<file path="src/rtl/fsk_tone_pkg.sv">
package fsk_tone_pkg;

  localparam int unsigned PHASE_W         = 5;
  localparam int unsigned SAMPLE_W        = 8;
  localparam int unsigned TONES           = 4;
  localparam int unsigned TONE_W          = $clog2(TONES);
  localparam int unsigned STEPS_PER_CYCLE = 1 << PHASE_W;

  typedef logic [PHASE_W-1:0]         phase_t;
  typedef logic signed [SAMPLE_W-1:0] sample_t;
  typedef logic [TONE_W-1:0]          tone_t;

  // whole part of the clock cycles per sample step
  function automatic longint unsigned tone_div(input longint unsigned clk_hz,
                                               input longint unsigned freq);
    longint unsigned rate;
    rate = longint'(STEPS_PER_CYCLE) * freq;
    return clk_hz / rate;
  endfunction

  // fractional part of the step length, scaled to frac_w bits and rounded
  function automatic longint unsigned tone_inc(input longint unsigned clk_hz,
                                               input longint unsigned freq,
                                               input int unsigned     frac_w);
    longint unsigned rate;
    longint unsigned rem;
    longint unsigned val;
    longint unsigned lim;
    rate = longint'(STEPS_PER_CYCLE) * freq;
    rem  = clk_hz % rate;
    val  = ((rem << frac_w) + rate / 2) / rate;
    lim  = (longint'(1) << frac_w) - 1;
    if (val > lim) val = lim;
    return val;
  endfunction

  // first quadrant of the wave, k = 0..8 of 32 points per cycle
  function automatic sample_t quarter_wave(input logic [3:0] k);
    sample_t v;
    case (k)
      4'd0:    v = 8'sd0;
      4'd1:    v = 8'sd25;
      4'd2:    v = 8'sd49;
      4'd3:    v = 8'sd71;
      4'd4:    v = 8'sd90;
      4'd5:    v = 8'sd106;
      4'd6:    v = 8'sd117;
      4'd7:    v = 8'sd125;
      default: v = 8'sd127;
    endcase
    return v;
  endfunction

  // full cycle folded onto the quadrant table by symmetry
  function automatic sample_t sine_at(input phase_t p);
    logic [3:0] k;
    sample_t    mag;
    if (p[PHASE_W-2]) k = 4'd8 - {1'b0, p[PHASE_W-3:0]};
    else              k = {1'b0, p[PHASE_W-3:0]};
    mag = quarter_wave(k);
    return p[PHASE_W-1] ? -mag : mag;
  endfunction

endpackage

</file>
<file path="src/rtl/fsk_tone_table.sv">
module fsk_tone_table
  import fsk_tone_pkg::*;
#(
  parameter int unsigned CLK_HZ = 3_686_400,
  parameter int unsigned FREQ0  = 1070,
  parameter int unsigned FREQ1  = 1270,
  parameter int unsigned FREQ2  = 2025,
  parameter int unsigned FREQ3  = 2225,
  parameter int unsigned FRAC_W = 16,
  parameter int unsigned CNT_W  = 7
)(
  input  tone_t             sel_i,
  output logic [CNT_W-1:0]  div_o,
  output logic [FRAC_W-1:0] inc_o
);

  localparam int unsigned FREQ [TONES] = '{FREQ0, FREQ1, FREQ2, FREQ3};

  logic [CNT_W-1:0]  div_tab [TONES];
  logic [FRAC_W-1:0] inc_tab [TONES];

  for (genvar t = 0; t < TONES; t++) begin : g_tone
    localparam longint unsigned DIV = tone_div(CLK_HZ, FREQ[t]);
    localparam longint unsigned INC = tone_inc(CLK_HZ, FREQ[t], FRAC_W);
    assign div_tab[t] = CNT_W'(DIV);
    assign inc_tab[t] = FRAC_W'(INC);
  end

  assign div_o = div_tab[sel_i];
  assign inc_o = inc_tab[sel_i];

endmodule

</file>
<file path="src/rtl/fsk_dual_mod_div.sv">
module fsk_dual_mod_div
  import fsk_tone_pkg::*;
#(
  parameter int unsigned CNT_W  = 7,
  parameter int unsigned FRAC_W = 16
)(
  input  logic              clk,
  input  logic              rst_n,
  input  tone_t             sel_i,
  input  logic [CNT_W-1:0]  div_i,
  input  logic [FRAC_W-1:0] inc_i,
  output logic              tick_o,
  output tone_t             tone_o
);

  logic [CNT_W-1:0]  cnt_q, cnt_d;
  logic [FRAC_W-1:0] acc_q, acc_d;
  tone_t             tone_q, tone_d;
  logic [FRAC_W:0]   sum;
  logic              boundary;

  assign boundary = (cnt_q == '0);
  assign sum      = {1'b0, acc_q} + {1'b0, inc_i};

  always_comb begin
    cnt_d  = cnt_q;
    acc_d  = acc_q;
    tone_d = tone_q;
    if (boundary) begin
      tone_d = sel_i;
      acc_d  = sum[FRAC_W-1:0];
      cnt_d  = div_i - CNT_W'(1) + {{(CNT_W-1){1'b0}}, sum[FRAC_W]};
    end else begin
      cnt_d  = cnt_q - CNT_W'(1);
    end
  end

  always_ff @(posedge clk or negedge rst_n) begin
    if (!rst_n) begin
      cnt_q  <= '0;
      acc_q  <= '0;
      tone_q <= '0;
    end else begin
      cnt_q  <= cnt_d;
      acc_q  <= acc_d;
      tone_q <= tone_d;
    end
  end

  assign tick_o = boundary;
  assign tone_o = tone_q;

endmodule

</file>
<file path="src/rtl/fsk_phase_sine.sv">
module fsk_phase_sine
  import fsk_tone_pkg::*;
(
  input  logic    clk,
  input  logic    rst_n,
  input  logic    adv_i,
  output phase_t  phase_o,
  output sample_t sample_o,
  output logic    step_o
);

  phase_t  phase_q, phase_d;
  sample_t sample_q, sample_d;
  logic    step_q;

  always_comb begin
    phase_d  = phase_q;
    sample_d = sample_q;
    if (adv_i) begin
      phase_d  = phase_q + PHASE_W'(1);
      sample_d = sine_at(phase_d);
    end
  end

  always_ff @(posedge clk or negedge rst_n) begin
    if (!rst_n) begin
      phase_q  <= '0;
      sample_q <= '0;
      step_q   <= 1'b0;
    end else begin
      phase_q  <= phase_d;
      sample_q <= sample_d;
      step_q   <= adv_i;
    end
  end

  assign phase_o  = phase_q;
  assign sample_o = sample_q;
  assign step_o   = step_q;

endmodule

</file>
<file path="src/rtl/fsk_tone_synth.sv">
module fsk_tone_synth
  import fsk_tone_pkg::*;
#(
  parameter int unsigned CLK_HZ      = 3_686_400,
  parameter int unsigned F_ORG_SPACE = 1070,
  parameter int unsigned F_ORG_MARK  = 1270,
  parameter int unsigned F_ANS_SPACE = 2025,
  parameter int unsigned F_ANS_MARK  = 2225,
  parameter int unsigned FRAC_W      = 16
)(
  input  logic                                      clk,
  input  logic                                      rst_n,
  input  logic                                      mode_i,
  input  logic                                      data_i,
  output logic signed [fsk_tone_pkg::SAMPLE_W-1:0]  sample_o,
  output logic [fsk_tone_pkg::PHASE_W-1:0]          phase_o,
  output logic                                      step_o,
  output logic [1:0]                                tone_o
);

  localparam int unsigned F_LO_ORG = (F_ORG_SPACE < F_ORG_MARK) ? F_ORG_SPACE : F_ORG_MARK;
  localparam int unsigned F_LO_ANS = (F_ANS_SPACE < F_ANS_MARK) ? F_ANS_SPACE : F_ANS_MARK;
  localparam int unsigned F_MIN    = (F_LO_ORG < F_LO_ANS) ? F_LO_ORG : F_LO_ANS;
  localparam longint unsigned DIV_MAX = tone_div(CLK_HZ, F_MIN);
  localparam int unsigned CNT_W    = $clog2(DIV_MAX + 1);
  localparam int unsigned SYNC_STAGES = 2;

  logic [SYNC_STAGES-1:0] sync_q;
  logic                   rst_core_n;

  always_ff @(posedge clk or negedge rst_n) begin
    if (!rst_n) sync_q <= '0;
    else        sync_q <= {sync_q[SYNC_STAGES-2:0], 1'b1};
  end
  assign rst_core_n = sync_q[SYNC_STAGES-1];

  tone_t             sel;
  logic [CNT_W-1:0]  div_val;
  logic [FRAC_W-1:0] inc_val;
  logic              tick;
  tone_t             tone_cur;

  assign sel = {mode_i, data_i};

  fsk_tone_table #(
    .CLK_HZ (CLK_HZ),
    .FREQ0  (F_ORG_SPACE),
    .FREQ1  (F_ORG_MARK),
    .FREQ2  (F_ANS_SPACE),
    .FREQ3  (F_ANS_MARK),
    .FRAC_W (FRAC_W),
    .CNT_W  (CNT_W)
  ) table_i (
    .sel_i (sel),
    .div_o (div_val),
    .inc_o (inc_val)
  );

  fsk_dual_mod_div #(
    .CNT_W  (CNT_W),
    .FRAC_W (FRAC_W)
  ) div_i (
    .clk    (clk),
    .rst_n  (rst_core_n),
    .sel_i  (sel),
    .div_i  (div_val),
    .inc_i  (inc_val),
    .tick_o (tick),
    .tone_o (tone_cur)
  );

  fsk_phase_sine wave_i (
    .clk      (clk),
    .rst_n    (rst_core_n),
    .adv_i    (tick),
    .phase_o  (phase_o),
    .sample_o (sample_o),
    .step_o   (step_o)
  );

  assign tone_o = tone_cur;

endmodule

</file>
<file path="config.mk">
export PLATFORM = sky130hd
export DESIGN_NAME = fsk_tone_synth
export DESIGN_NICKNAME = d
export VERILOG_FILES = /design/src/rtl/fsk_tone_pkg.sv /design/src/rtl/fsk_tone_table.sv /design/src/rtl/fsk_dual_mod_div.sv /design/src/rtl/fsk_phase_sine.sv /design/src/rtl/fsk_tone_synth.sv
export SDC_FILE = /design/constraint.sdc
export NUM_CORES = 1
export LEC_CHECK = 0
export BUFFER_PORTS_ARGS = -buffer_cell sky130_fd_sc_hd__buf_2
export CAP_MARGIN = 40
export CORE_MARGIN = 5
export CORE_UTILIZATION = 30
export CTS_CLUSTER_DIAMETER = 60
export DETAILED_ROUTE_END_ITERATION = 10
export GPL_ROUTABILITY_DRIVEN = 0
export SLEW_MARGIN = 20
export SYNTH_ARGS = -nofsm -noshare
export SYNTH_HDL_FRONTEND = slang
export SYNTH_SLANG_ARGS = --single-unit
</file>
<file path="constraint.sdc">
create_clock -name clk -period 1.73 [get_ports clk]
set_input_delay 0.2595 -clock clk [delete_from_list [all_inputs] [get_ports clk]]
set_output_delay 0.2595 -clock clk [all_outputs]
set_load 0.03 [all_outputs]
</file>
==> impl_metrics.ini, run 1 <==
[power]
powerDensity_nw_per_um2 = 1420
p_leak_uw = 0.00236
p_seq_frac = 0.202
clkPwrFrac = 0.127
vdd_drop_max_mv = 1.03
p_sw_frac = 0.404
combPwrFrac = 0.672
p_sw_uw = 3010
intPower_uw = 4430

[die]
core_area_um2 = 9730
std_cell_rows = 36
die_w_um = 110
start_util = 0.307
dieArea_um2 = 12000
die_h_um = 110
io_pins = 20

[route]
drtAntennaViolNets = 0
wl_um = 9040
via_per_inst = 4.96
drcViolationCount = 0
avgRoutedWirePerCell_um = 15.1
first_iter_violations = 71
dr.pass1.iters = 4
via_count = 2971

[clock_tree]
clk_latency_ps = 310
path_clk_slew_ps = 90
clock-sinks = 41
clock_path_buffers = 2
cts_tree = built
cts-root-buf = clkbuf_8
cts_max_level = 2
cts_buffers = 5

[critical_path]
startpoint = div_i.acc_q[0]
arrival_ps = 2860
crit_fanout = 3
slowest_delay_ps = 400
r2r-end = div_i.cnt_q[6]
worstPathRequired_ps = 1910
path_common_cell = ha_4
critPathBufInv = 1
path_class = reg -> reg
start_kind = flip-flop
endpoint_kind = flip-flop
cp_slowest_cell = dfrtp_1
crit_chain = ha_4, inv_2, fa_2, nor2b_4, o311ai_4, a311oi_2, o21ba_2, o21ai_2, a21o_1, ha_4, ha_4, nand4_1, xnor2_1, o21ai_1
rrSetupSlack_ps = -940
cp_top_family = compound AO/OA/AOI/OAI gates
r2r-start = div_i.acc_q[0]
reg2regPathDepth = 14

[finish]
syn_to_final_growth_pct = 75.1
fin_area_um2 = 5230
diodes = 0
stdcell_count = 599
drive_gt1_frac = 0.597
final_nets = 501
nFillCells = 853

[outcome]
failed_checks = negative setup slack
outcome = finished, violations left

[synthesis]
post-synth-top-area-cell = dfrtp_1
synth.distinct_cells = 65
ys_seq_elements = 41
synth-edff-count = 0
async_reset_ff_frac = 1.00
seq_area_frac_synth = 0.344
ys.flop_type = dfrtp_1
yosysWarnings = 0
synthTopCellsByCount = dfrtp_1 (41), nand2_1 (36), ha_1 (31)
synth.top_cell.area_share = 0.344
synth_area_leaders = dfrtp_1 (34%), ha_1 (13%), xnor2_1 (4.7%)
syn_nets = 354
synth_area_um2 = 2990
syn_inst = 318
synth_most_common_cell = dfrtp_1
synth.avg_cell_area_um2 = 9.39

[timing]
setup_violations = 39
timing.fmax_mhz = 374
layout_setup_ws_ps = -941
finClkSkew_ps = 8.61
relSlewSlack = 0.662
post-route-period-util = 1.54
period_needed_ps = 2670
worstMarginPinSlew_ps = 507
slew_violations = 0
tns_ps = -20620
hold_violations = 0
rsz0062_at_grt = true

[global_routing]
grt_pass1_wl_um = 15000
grt_use_total = 0.158
grt_pass1_vias = 3088
grt_start_max_net_pins = 23
antenna_found_initial = 0
grt_overflow_total = 0

[run]
cap_violations = 0

[placement]
dpl_cell_area_um2 = 4210
io_buffers = 19
place_inst = 557
detailed_place_hpwl_um = 6110

[worst_hold_path]
min_path_type = reg -> async
## area by class of cell
class                   count  area, um^2  share of cell area
multi-input cells         245        2460               0.471
repair buffers            154        1340               0.257
flip-flops and latches     41        1030               0.197
well taps                 133         166              0.0318
inverters                  18        95.1              0.0182
clock buffers               5        68.8              0.0132
clock inverters             3        65.1              0.0124
## worst reg2reg max path, cell delays in order (launching register included)
cell and delay [ps]:
dfrtp_1 400, ha_4 150, inv_2 30, fa_2 360, nor2b_4 150, o311ai_4 100
a311oi_2 270, o21ba_2 220, o21ai_2 70, a21o_1 180, ha_4 170, ha_4 160
nand4_1 80, xnor2_1 130, o21ai_1 80
## logic make-up after synthesis
family	count (synthesis)	synth area share
compound gates	85	0.211
simple gates	97	0.166
other cells	1	0.00126
buf+inv	32	0.0507
mux	5	0.0172
fa+ha+maj	32	0.137
flops	41	0.344
xor+xnor	25	0.0733
## worst max-delay path by stage
stage / to / slack [ps] / depth (start not counted)
detailed placement: div_i.cnt_q[6] / -1360 / 18
CTS: div_i.cnt_q[6] / -930 / 14
global placement: div_i.cnt_q[6] / -1290 / 18
global route: div_i.cnt_q[6] / -1080 / 14
finish: div_i.cnt_q[6] / -940 / 14
floorplan: div_i.cnt_q[6] / -1090 / 17
## power by group through the flow
stage,clock network (uW),logic [uW],registers [uW]
after global routing,1010,5390,1550
final,943,5000,1500
after detailed placement,0,3870,1480
after global placement,0,3790,1470
after CTS,976,4560,1490
after floorplan,0,2290,1620
## through the flow
stage / setup slack, ps / utilization / power, uW / hold WS (ps)
floorplan: -1090 / - / 3910 / -36.1
global placement: -1290 / 0.433 / 5270 / 44.5
detailed placement: -1360 / 0.433 / 5350 / 45.5
CTS: -932 / 0.509 / 7030 / 237
global route: -1080 / 0.537 / 7960 / 278
finish: -941 / 0.537 / 7440 / 243
## cells in the final DEF (no fill, tap or decap), types with 6 or more instances in the layout
master and n:
ha_4 15, xnor2_1 8, o21ai_1 12, buf_6 17, buf_2 17, nor2_1 8
dfrtp_1 38, xnor2_2 7, buf_12 7, o21ai_2 10, nand2_1 17, xor2_1 9
buf_4 105, nor3_1 6, nand2_4 6, inv_1 10, nand2_2 14, ha_1 13
## flip-flops by register name (all words and copies together), names as in the netlist
name	count
wave_i.sample_o	8
div_i.tone_o	2
wave_i.step_o	1
sync_q	2
div_i.cnt_q	7
wave_i.phase_o	5
div_i.acc_q	16
## routing by layer
metal	routed length, um	part of all wire	vias to the layer above	track usage
li1	-	-	1443	-
met1	3930	0.44	1459	0.194
met2	4610	0.51	49	0.276
met3	237	0.026	20	0.0282
met4	257	0.028	0	0.0579
met5	0	0	-	0
## repair_timing
action / in CTS / in global routing
gates resized for setup: 86 / 51
setup buffers: 22 / 14
gates cloned: 3 / 1
hold buffers: 1 / 0
endpoints found under the setup margin: 39 / 39
endpoints found under the hold margin: 2 / 0
pin swaps: 43 / 33
No activity file was read; power rests on OpenSTA's default activity.
==> inputs of run 2 (changes only) <==
Settings changed: SKIP_CTS_REPAIR_TIMING set to 1.
==> run 2 against run 1 <==
Compared with the run above:
- the flow still finishes with violations (negative setup slack)
- combinational power decreased by 6.8%
- register-to-register slack about the same
- cell count fell by 2.2%
- flip-flop and latch count did not move
- total power down 4.8%
- first-iteration DRC count rose by 15%
- setup slack better by 11 ps
- routed wire length down 7.3%
- critical endpoint unchanged
- largest power group unchanged
- highest routed layer unchanged
==> impl_metrics.ini, run 2 (synthesis results as in run 1) <==
[outcome]
outcome = finished, violations left
failed_checks = negative setup slack

[clock_tree]
cts_max_level = 2
cts_tree = built
cts-root-buf = clkbuf_8
clock_path_buffers = 2
clk_latency_ps = 300
path_clk_slew_ps = 90
clock-sinks = 41
cts_buffers = 5

[finish]
diodes = 0
layout_common_cells = buf_4 (107), dfrtp_1 (37), nand2_1 (23)
final_nets = 488
drive_gt1_frac = 0.543
fin_area_um2 = 4900
registers.top_by_ff_count = div_i.acc_q
stdcell_count = 586
nFillCells = 895
largest_reg_flops = 16
final_common_cell = buf_4
syn_to_final_growth_pct = 64.1

[route]
wl_um = 8380
drcViolationCount = 0
via_per_inst = 4.86
first_iter_violations = 82
dr.pass1.iters = 4
drtAntennaViolNets = 0
via_count = 2850
avgRoutedWirePerCell_um = 14.3

[power]
design_power_total_uw = 7090
clkPwrFrac = 0.132
p_seq_frac = 0.210
p_leak_uw = 0.00225
combPwrFrac = 0.658
p_sw_uw = 2870
p_sw_frac = 0.405
powerDensity_nw_per_um2 = 1450
intPower_uw = 4220
vdd_drop_max_mv = 0.924

[die]
die_h_um = 110
start_util = 0.307
core_area_um2 = 9730
std_cell_rows = 36
die_w_um = 110
dieArea_um2 = 12000
io_pins = 20

[critical_path]
cp_top_family = compound AO/OA/AOI/OAI gates
r2r-start = div_i.acc_q[0]
crit_fanout = 3
path_common_cell = ha_4
critPathBufInv = 1
reg2regPathDepth = 14
crit_chain = ha_4, inv_2, fa_2, nor2b_4, o311ai_4, a311oi_2, o21ba_2, o21ai_2, a21o_1, ha_2, ha_4, nand4_1, xnor2_1, o21ai_1
path_depth = 14
path_class = reg -> reg
rrSetupSlack_ps = -930
slowest_delay_ps = 400
r2r-end = div_i.cnt_q[6]
endpoint = div_i.cnt_q[6]
start_kind = flip-flop
cp_slowest_cell = dfrtp_1
endpoint_kind = flip-flop
worstPathRequired_ps = 1910
startpoint = div_i.acc_q[0]
arrival_ps = 2840

[placement]
io_buffers = 19
place_inst = 557
pre_cts_slack_ps = -1360
dpl_cell_area_um2 = 4210
detailed_place_hpwl_um = 6110

[run]
cap_violations = 0

[global_routing]
grt_use_total = 0.141
grt_pass1_wl_um = 13400
antenna_found_initial = 0
grt_overflow_total = 0
grt_pass1_vias = 2850
grt_start_max_net_pins = 23

[timing]
period_needed_ps = 2660
hold_violations = 0
relSlewSlack = 0.660
timing.fmax_mhz = 376
finClkSkew_ps = 7.06
post-route-period-util = 1.54
rsz0062_at_grt = true
fin_hold_ws_ps = 243
slew_violations = 0
setup_violations = 39
layout_setup_ws_ps = -930
worstMarginPinSlew_ps = 510

[worst_hold_path]
min_path_type = reg -> async
-- run 2: area by class of cell --
class / count / area, um^2 / share of cell area
Multi-Input combinational cell: 245 / 2330 / 0.476
Timing Repair Buffer: 141 / 1140 / 0.233
Sequential cell: 41 / 1030 / 0.210
Tap cell: 133 / 166 / 0.0340
Inverter: 18 / 90.1 / 0.0184
Clock buffer: 5 / 68.8 / 0.0140
Clock inverter: 3 / 65.1 / 0.0133
-- run 2: power by group through the flow --
stage          registers [uW]  logic, uW  clock network (uW)
2_1_floorplan            1620       2290                   0
6_report                 1490       4660                 934
5_1_grt                  1540       5040                1010
4_1_cts                  1460       3900                 976
3_3_place_gp             1470       3790                   0
3_5_place_dp             1480       3870                   0
-- run 2: per-layer routing --
metal  part of all wire  wire (um)  vias up  track usage
li1                   -          -     1414            -
met1               0.43       3640     1382        0.177
met2               0.51       4310       41        0.243
met3              0.028        231       13       0.0229
met4              0.023        195        0       0.0481
met5                  0          0        -            0
-- run 2: how the worst min path moves through the flow --
stage,to,slack [ps],start
6_report,div_i.acc_q[4],240,sync_q[1]
4_1_cts,sync_q[1],-300,rst_n
3_3_place_gp,sync_q[0],40,rst_n
2_1_floorplan,sync_q[0],-40,rst_n
3_5_place_dp,sync_q[0],50,rst_n
5_1_grt,sync_q[1],280,rst_n
-- run 2: stage by stage --
step / util / setup TNS (ps)
6_report: 0.503 / -19030
5_1_grt: 0.503 / -22310
4_1_cts: 0.447 / -25400
3_5_place_dp: 0.433 / -29740
3_3_place_gp: 0.433 / -28670
2_1_floorplan: - / -18890
==> inputs of run 3 (changes only) <==
Settings changed: BUFFER_PORTS_ARGS -buffer_cell sky130_fd_sc_hd__buf_2 to -buffer_cell sky130_fd_sc_hd__clkbuf_2.
Clock period 1.73 ns to 2.3 ns, I/O delays scaled along.
==> run 3 against run 2 <==
Compared with the run above:
- routed wire length decreased by 9.5%
- setup slack gained 530 ps
- sequential power down 26%
- sequential share of layout area grew 2.4 points
- flip-flop and latch count unchanged
- the flow still finishes with violations (negative setup slack)
- cell count fell by 2.7%
- clock power shrank 47%
- core utilization decreased by 5.1 points
- register-to-register slack better by 560 ps
- hold slack got worse by 90 ps
- highest routed layer unchanged
==> impl_metrics.ini, run 3 (synthesis results as in run 1) <==
[clock_tree]
cts_buffers = 5
clk_latency_ps = 300
cts-root-buf = clkbuf_8
cts_tree = built
cts_max_level = 2
path_clk_slew_ps = 90
clock-sinks = 41
clock_path_buffers = 2

[critical_path]
crit_chain = buf_4, inv_12, ha_1, or2_4, ha_4, nor2b_4, o311ai_4, a311oi_2, o21ba_2, o21ai_2, a21o_1, ha_4, ha_4, nand4_1, xnor2_1, o21ai_1
slowest_delay_ps = 260
worstPathRequired_ps = 2480
startpoint = data_i
start_kind = input pin
cp_top_family = compound AO/OA/AOI/OAI gates
endpoint = div_i.cnt_q[6]
path_common_cell = ha_4
path_class = in -> reg
cp_slowest_cell = or2_4
rrSetupSlack_ps = -370
critPathBufInv = 2
endpoint_kind = flip-flop
reg2regPathDepth = 14
path_depth = 16
r2r-start = div_i.acc_q[0]
crit_fanout = 5
arrival_ps = 2880
r2r-end = div_i.cnt_q[6]

[die]
core_area_um2 = 9730
start_util = 0.307
std_cell_rows = 36
io_pins = 20
die_w_um = 110
die_h_um = 110
dieArea_um2 = 12000

[timing]
layout_setup_ws_ps = -404
post-route-period-util = 1.18
tns_ps = -3310
hold_violations = 0
timing.fmax_mhz = 370
setup_violations = 26
slew_violations = 0
rsz0062_at_grt = true
finClkSkew_ps = 8.66
period_needed_ps = 2700

[outcome]
outcome = finished, violations left
failed_checks = negative setup slack

[finish]
diodes = 0
syn_to_final_growth_pct = 47.4
fin_util = 0.452
seq_area_um2 = 1030
final_nets = 472
multiInputGateArea_um2 = 2120
final_common_cell = buf_4
fin_area_um2 = 4400
nFillCells = 969
drive_gt1_frac = 0.439
largest_reg_flops = 16
layout_common_cells = buf_4 (102), dfrtp_1 (38), nand2_1 (33)
registers.top_by_ff_count = div_i.acc_q

[route]
via_count = 2697
avgRoutedWirePerCell_um = 13.3
wl_um = 7580
first_iter_violations = 91
via_per_inst = 4.73
drcViolationCount = 0
dr.pass1.iters = 4
drtAntennaViolNets = 0

[placement]
io_buffers = 19
dpl_cell_area_um2 = 4030
detailed_place_hpwl_um = 5750
pre_cts_slack_ps = -937

[power]
p_leak_uw = 0.00200
vdd_drop_max_mv = 0.654
design_power_total_uw = 4720
powerDensity_nw_per_um2 = 1070

[global_routing]
grt_pass1_wl_um = 12600
grt_pass1_vias = 2707
antenna_found_initial = 0
grt_start_max_net_pins = 25
grt_use_total = 0.129
grt_overflow_total = 0

[worst_hold_path]
min_path_type = reg -> async

[run]
cap_violations = 0
## run 3: worst register-to-register path, delay by kind of cell (launching register included)
| family | cells | cell delay (ps) |
|---|---|---|
| AO/OA/AOI/OAI | 6 | 900 |
| adder cells (fa/ha/maj) | 4 | 840 |
| flip-flops | 1 | 400 |
| AND/OR/NAND/NOR | 2 | 240 |
| XOR/XNOR | 1 | 130 |
| buffers and inverters | 1 | 30 |
## run 3: routing by layer
layer  vias to the layer above  global-route usage  part of all wire
met5                         -                   0                 0
met4                         0              0.0303            0.0058
met3                         5              0.0276             0.024
met2                        34               0.222              0.49
met1                      1278               0.166              0.48
li1                       1380                   -                 -
## run 3: power by group
part           switching (uW)  internal, uW
Combinational            1500          1620
Clock                     280           214
Sequential                168           937
## run 3: cell type report
type | count | area share
Clock buffer | 6 | 0.0165
Clock inverter | 2 | 0.00341
Inverter | 18 | 0.0188
Multi-Input combinational cell | 245 | 0.481
Sequential cell | 41 | 0.234
Tap cell | 133 | 0.0378
Timing Repair Buffer | 125 | 0.208
## run 3: per-stage QoR
step,hold WS (ps),cells
finish,152,570
global route,184,570
CTS,-204,554
detailed placement,134,546
global placement,132,546
floorplan,49.4,318
## run 3: worst min-delay path by stage
stage,endpoint,cells after the start
after floorplan,sync_q[0],0
after global placement,sync_q[0],1
after detailed placement,sync_q[0],1
after CTS,sync_q[1],1
after global routing,div_i.acc_q[3],0
final,wave_i.sample_o[1],0
